`src/rtl/dis_pkg.sv`:
```
// Package: shared sizes and field positions of the DMA interrupt status register.
// Assumes a 32-bit register split into a 16-bit flag half and a 16-bit enable half.
package dis_pkg;
    localparam int REG_W     = 32;
    localparam int HALF_W    = REG_W / 2;
    localparam int NUM_CH    = 10;
    localparam int ERR_POS   = 15;
    localparam int NFLAG     = NUM_CH + 1;   // channel flags plus the error flag
    localparam int ADDR_W    = 8;
    localparam logic [ADDR_W-1:0] STAT_ADDR  = 8'h10;
    localparam logic [ADDR_W-1:0] ALIAS_ADDR = 8'h40;
endpackage

```
`src/rtl/dis_wr_decode.sv`:
```
// Module: decodes a register write into a per-flag clear vector and a per-enable toggle vector.
// Assumes a flag index below NUM_CH maps to register bit index, and index NUM_CH maps to ERR_POS.
module dis_wr_decode
    import dis_pkg::*;
#(
    parameter int                 N_CH   = NUM_CH,
    parameter int                 E_POS  = ERR_POS,
    parameter int                 AW     = ADDR_W,
    parameter logic [ADDR_W-1:0]  A_MAIN = STAT_ADDR,
    parameter logic [ADDR_W-1:0]  A_ALT  = ALIAS_ADDR
) (
    input  logic              wr_en_i,
    input  logic [AW-1:0]     wr_addr_i,
    input  logic [REG_W-1:0]  wr_data_i,
    output logic              hit_o,
    output logic [N_CH:0]     clr_o,
    output logic [N_CH:0]     tgl_o
);
    localparam int NF = N_CH + 1;

    // Address match: either the status address or its alias.
    always_comb begin
        hit_o = wr_en_i && ((wr_addr_i == A_MAIN) || (wr_addr_i == A_ALT));
    end

    // Gather data bits into flag order, masked by the write hit.
    for (genvar k = 0; k < NF; k++) begin : g_map
        localparam int POS = (k < N_CH) ? k : E_POS;
        assign clr_o[k] = hit_o & wr_data_i[POS];
        assign tgl_o[k] = hit_o & wr_data_i[HALF_W + POS];
    end
endmodule

```
`src/rtl/dis_flag_bank.sv`:
```
// Module: sticky event flags; hardware set has priority over software clear.
// Assumes set and clear vectors are single-cycle and aligned to the flag index.
module dis_flag_bank #(
    parameter int NF = 11
) (
    input  logic          clk,
    input  logic          rst_n,
    input  logic [NF-1:0] set_i,
    input  logic [NF-1:0] clr_i,
    output logic [NF-1:0] flag_o
);
    // Update flags: clear selected bits, then apply set pulses on top.
    always_ff @(posedge clk) begin
        if (!rst_n) flag_o <= '0;
        else        flag_o <= (flag_o & ~clr_i) | set_i;
    end

    // a set pulse always lands, even against a clear.
    p_set_wins_r7: assert property (@(posedge clk) disable iff (!rst_n)
        (set_i != '0) |=> ((flag_o & $past(set_i)) == $past(set_i)));

    // a cleared bit with no competing set is zero afterwards.
    p_clear_r4: assert property (@(posedge clk) disable iff (!rst_n)
        (clr_i != '0) |=> ((flag_o & $past(clr_i) & ~$past(set_i)) == '0));

    // without a clear, no flag ever falls.
    p_sticky_r2: assert property (@(posedge clk) disable iff (!rst_n)
        (clr_i == '0) |=> ((flag_o & $past(flag_o)) == $past(flag_o)));
endmodule

```
`src/rtl/dis_mask_bank.sv`:
```
// Module: enable bits that invert wherever the toggle vector holds a one.
// Assumes the toggle vector is already qualified by a valid write.
module dis_mask_bank #(
    parameter int NF = 11
) (
    input  logic          clk,
    input  logic          rst_n,
    input  logic [NF-1:0] tgl_i,
    output logic [NF-1:0] en_o
);
    // Toggle selected enable bits.
    always_ff @(posedge clk) begin
        if (!rst_n) en_o <= '0;
        else        en_o <= en_o ^ tgl_i;
    end

    // bits outside the toggle vector hold their value.
    p_hold_r5: assert property (@(posedge clk) disable iff (!rst_n)
        1'b1 |=> (((en_o ^ $past(en_o)) & ~$past(tgl_i)) == '0));
endmodule

```
`src/rtl/dis_irq_merge.sv`:
```
// Module: reduces flag-and-enable pairs to one interrupt request.
// Assumes flags and enables share the same index order.
module dis_irq_merge #(
    parameter int NF = 11
) (
    input  logic [NF-1:0] flag_i,
    input  logic [NF-1:0] en_i,
    output logic          irq_o
);
    // OR across all enabled flags.
    always_comb begin
        irq_o = |(flag_i & en_i);
    end
endmodule

```
`src/rtl/dma_irq_status.sv`:
```
// Module: DMA interrupt status/mask register with write-one-to-clear flags,
// write-one-to-toggle enables, an alias write address and a combined interrupt.
// Assumes single-cycle set pulses and one write per cycle at most.
module dma_irq_status
    import dis_pkg::*;
(
    input  logic               clk,
    input  logic               rst_n,
    input  logic               wr_en,
    input  logic [ADDR_W-1:0]  wr_addr,
    input  logic [REG_W-1:0]   wr_data,
    input  logic [ADDR_W-1:0]  rd_addr,
    output logic [REG_W-1:0]   rd_data,
    input  logic [NUM_CH-1:0]  ch_done,
    input  logic               bus_err,
    output logic               irq
);
    logic             wr_hit;
    logic [NFLAG-1:0] clr_vec;
    logic [NFLAG-1:0] tgl_vec;
    logic [NFLAG-1:0] set_vec;
    logic [NFLAG-1:0] flags;
    logic [NFLAG-1:0] enables;
    logic [REG_W-1:0] reg_view;

    // Collect hardware set pulses into flag order.
    always_comb begin
        set_vec = {bus_err, ch_done};
    end

    dis_wr_decode u_dec (
        .wr_en_i   (wr_en),
        .wr_addr_i (wr_addr),
        .wr_data_i (wr_data),
        .hit_o     (wr_hit),
        .clr_o     (clr_vec),
        .tgl_o     (tgl_vec)
    );

    dis_flag_bank #(.NF(NFLAG)) u_flags (
        .clk    (clk),
        .rst_n  (rst_n),
        .set_i  (set_vec),
        .clr_i  (clr_vec),
        .flag_o (flags)
    );

    dis_mask_bank #(.NF(NFLAG)) u_mask (
        .clk   (clk),
        .rst_n (rst_n),
        .tgl_i (tgl_vec),
        .en_o  (enables)
    );

    dis_irq_merge #(.NF(NFLAG)) u_irq (
        .flag_i (flags),
        .en_i   (enables),
        .irq_o  (irq)
    );

    // Assemble the 32-bit register image; unused positions stay zero.
    always_comb begin
        reg_view                       = '0;
        reg_view[NUM_CH-1:0]           = flags[NUM_CH-1:0];
        reg_view[ERR_POS]              = flags[NUM_CH];
        reg_view[HALF_W +: NUM_CH]     = enables[NUM_CH-1:0];
        reg_view[HALF_W + ERR_POS]     = enables[NUM_CH];
    end

    // Read mux: register at either address, zero elsewhere.
    always_comb begin
        if ((rd_addr == STAT_ADDR) || (rd_addr == ALIAS_ADDR)) rd_data = reg_view;
        else                                                    rd_data = '0;
    end

    // reserved positions never hold a one.
    p_reserved_zero_r10: assert property (@(posedge clk) disable iff (!rst_n)
        (reg_view[14:10] == '0) && (reg_view[30:26] == '0));

    // a raised request always has an enabled flag behind it.
    p_irq_source_r8: assert property (@(posedge clk) disable iff (!rst_n)
        irq |-> ((flags & enables) != '0));

    // a write elsewhere leaves the enables alone.
    p_foreign_write_r11: assert property (@(posedge clk) disable iff (!rst_n)
        (wr_en && (wr_addr != STAT_ADDR) && (wr_addr != ALIAS_ADDR)) |=> $stable(enables));

    // a write at the alias inverts the named channel-0 enable bit.
    p_alias_toggle_r6: assert property (@(posedge clk) disable iff (!rst_n)
        (wr_en && (wr_addr == ALIAS_ADDR) && wr_data[HALF_W]) |=> (enables[0] != $past(enables[0])));
endmodule

```
`config.mk`:
```
export PLATFORM = sky130hd
export DESIGN_NAME = dma_irq_status
export DESIGN_NICKNAME = d
export VERILOG_FILES = /design/src/rtl/dis_pkg.sv /design/src/rtl/dis_wr_decode.sv /design/src/rtl/dis_flag_bank.sv /design/src/rtl/dis_mask_bank.sv /design/src/rtl/dis_irq_merge.sv /design/src/rtl/dma_irq_status.sv
export SDC_FILE = /design/constraint.sdc
export NUM_CORES = 1
export LEC_CHECK = 0
export ABC_CLOCK_PERIOD_IN_PS = 4900
export CAP_MARGIN = 40
export CORE_MARGIN = 2
export CORE_UTILIZATION = 43
export DETAILED_ROUTE_END_ITERATION = 10
export PLACE_DENSITY = 0.92
export SETUP_SLACK_MARGIN = 0.15
export SLEW_MARGIN = 20
export SYNTH_ARGS = -nofsm -noshare
export SYNTH_HDL_FRONTEND = slang
export SYNTH_HIERARCHICAL = 1
export SYNTH_SLANG_ARGS = --single-unit
```
`constraint.sdc`:
```
create_clock -name clk -period 4.9 [get_ports clk]
set_input_delay 0.735 -clock clk [delete_from_list [all_inputs] [get_ports clk]]
set_output_delay 0.735 -clock clk [all_outputs]
set_load 0.02 [all_outputs]
```
==> run_results.csv <==
group,metric,value,unit
run,max_cap_violations,0,
drt,avgViaCountPerCell,5.21,
power,p_clk_frac,0.266,
global_routing,grtUsageTotal,0.187,
synth,synth.avg_cell_area,10.3,um^2
power,powerDensity,165,nW/um^2
floorplanning,die_y,68.6,um
timing,worstMarginPinSlew,0.710,ns
drt,vias,1489,
timing,finalHoldViolations,0,
setup_path,cp_cell_sequence,"clkdlybuf4s50_1, or4_4, nor4b_1, clkdlybuf4s50_1",
cts,cts_max_level,1,
cts,cts_resized,0,
final_layout,postLayoutCoreUtil,0.630,
power,power_frac_comb,0.275,
setup_path,critPathKind,"input port to output port",
global_routing,antenna_found_initial,0,
floorplanning,initial_core_util,0.448,
timing,setup_tns,0,ns
setup_path,start_kind,"input port",
final_layout,nets,300,
drt,wl_per_cell,14.9,um
drt,wl_met2,2200,um
cts,post-cts-setup-buffer-count,0,
drt,dr_wl_met3,263,um
global_routing,grt_max_degree,23,
placement,gp_congestion,0.747,
timing,slew_violations,0,
setup_path,crit_required,4.16,ns
drt,ant_nets,0,
setup_path,critPathCaptureType,"output port",
final_layout,syn2layout_area_growth,40.7,%
drt,drtPass1Iterations,4,
power,seqPwrFrac,0.459,
floorplanning,die-area,4700,um^2
timing,setup_viol_count_final,0,
cts,numCtsBuffers,3,
power,leakagePower,0.000849,uW
global_routing,grt_pass1_vias,1382,
drt,drc,0,
setup_path,cp_max_fo,22,
setup_path,arrival,2.94,ns
hold_path,hold_path_class,"flip-flop to flip-flop",
power,p_int,299,uW
synth,syn_area,1790,um^2
status,status,"complete, no violations",
drt,top_layer,"met4",
floorplanning,rows,23,
timing,fin_crit,3.68,ns
setup_path,cp.buffers_inverters,2,
timing,rsz0062_at_grt,"no",
final_layout,layout-drive-gt1-share,0.216,
floorplanning,core-area,4000,um^2
cts,clk_path_buf_depth,2,
timing,fmax,272,MHz
setup_path,worst_path_largest_cell_delay,0.73,ns
drt,met1_length,1760,um
timing,relSlewSlack,0.525,
cts,cts.hold.buffers_added,0,
timing,finalCritPeriodShare,0.750,
floorplanning,dieWidth,68.6,um
cts,clk-insertion-delay-late,0.26,ns
power,peakVddDrop,0.106,mV
placement,io_buffers,74,
power,p_sw,117,uW
global_routing,grt_pass1_wl,6540,um
placement,dp_hpwl,3170,um
drt,drt_wl_total,4260,um
synth,yosys_warnings,6,
timing,clock_skew,0,ns
setup_path,crit_top_cell,"clkdlybuf4s50_1",
cts,cts_tree,"done",
floorplanning,ios,95,
cts,path_clk_slew,0.08,ns
setup_path,crit_slowest_cell,"or4_4",
setup_path,cp_top_family,"simple AND/OR/NAND/NOR gates",
global_routing,grt.overflow.total,0,
power,switching_share,0.280,
cts,clock-sinks,22,
cts,cts_root_buffer,"clkbuf_8",
synth,syn_inst,174,
drt,drt_iter0_markers,30,
final_layout,antennaDiodeCount,0,
[routing by layer]
metal | up-vias | global-route usage
met5 | - | 0
met4 | 0 | 0.0450
met3 | 4 | 0.0325
met2 | 57 | 0.345
met1 | 701 | 0.223
li1 | 727 | -
[state kept, by name, indices dropped and copies added (netlist names)]
signal / flops
u_mask/en_o: 11
u_flags/flag_o: 11
[worst reg2reg max path: cells and delay by family (launching register included)]
kind | cells | cell delay (ns)
AND/OR/NAND/NOR | 1 | 0.16
flip-flops | 1 | 0.36
XOR/XNOR | 1 | 0.16
[worst paths after layout]
path / from / endpoint / slack (ns) / cells after the start
setup / recovery: rd_addr[1] / rd_data[18] / 1.22 / 4
hold / removal: u_mask/en_o[7]$_SDFF_PN0_ / u_mask/en_o[7]$_SDFF_PN0_ / 0.60 / 2
setup reg to reg: u_mask/en_o[1]$_SDFF_PN0_ / u_mask/en_o[1]$_SDFF_PN0_ / 4.12 / 2
hold reg to reg: u_mask/en_o[7]$_SDFF_PN0_ / u_mask/en_o[7]$_SDFF_PN0_ / 0.60 / 2
[cells in the final DEF, fill, tap and decap left out, drive strengths merged]
cell and n:
clkdlybuf4s50 74, nand2b 22, dfxtp 22, nor4b 22, nor4 22, nor2b 11, o21a 11, xor2 11
and2 11, conb 10, buf 4, clkbuf 3, xnor2 2, a22oi 2, or2 2, or4 1
or4b 1, a222oi 1, a22o 1, a221oi 1, and3 1, nand2 1
[power groups by stage]
| stage | registers, uW | logic, uW | clock network (uW) |
|---|---|---|---|
| detailed placement | 195 | 115 | 0 |
| global route | 192 | 123 | 122 |
| floorplan | 193 | 70.5 | 0 |
| global placement | 195 | 111 | 0 |
| CTS | 191 | 115 | 114 |
| finish | 191 | 114 | 110 |
[metrics by stage]
stage	hold slack [ns]	total power (uW)	cell area, um^2	cells	setup WS [ns]
after floorplan	0.552	263	1830	183	2.07
after global placement	0.569	306	2450	281	1.20
after detailed placement	0.578	310	2480	283	1.17
after CTS	0.604	420	2520	286	1.18
after global routing	0.641	437	2520	286	1.13
final	0.600	416	2520	286	1.22
[area by class of cell]
cell class              count  area [um^2]
repair buffers             78          786
flip-flops and latches     22          440
fillers                   355         1480
multi-input cells         133         1190
clock buffers               3         41.3
well taps                  50         62.6
Power figures use the tool's default switching activity.
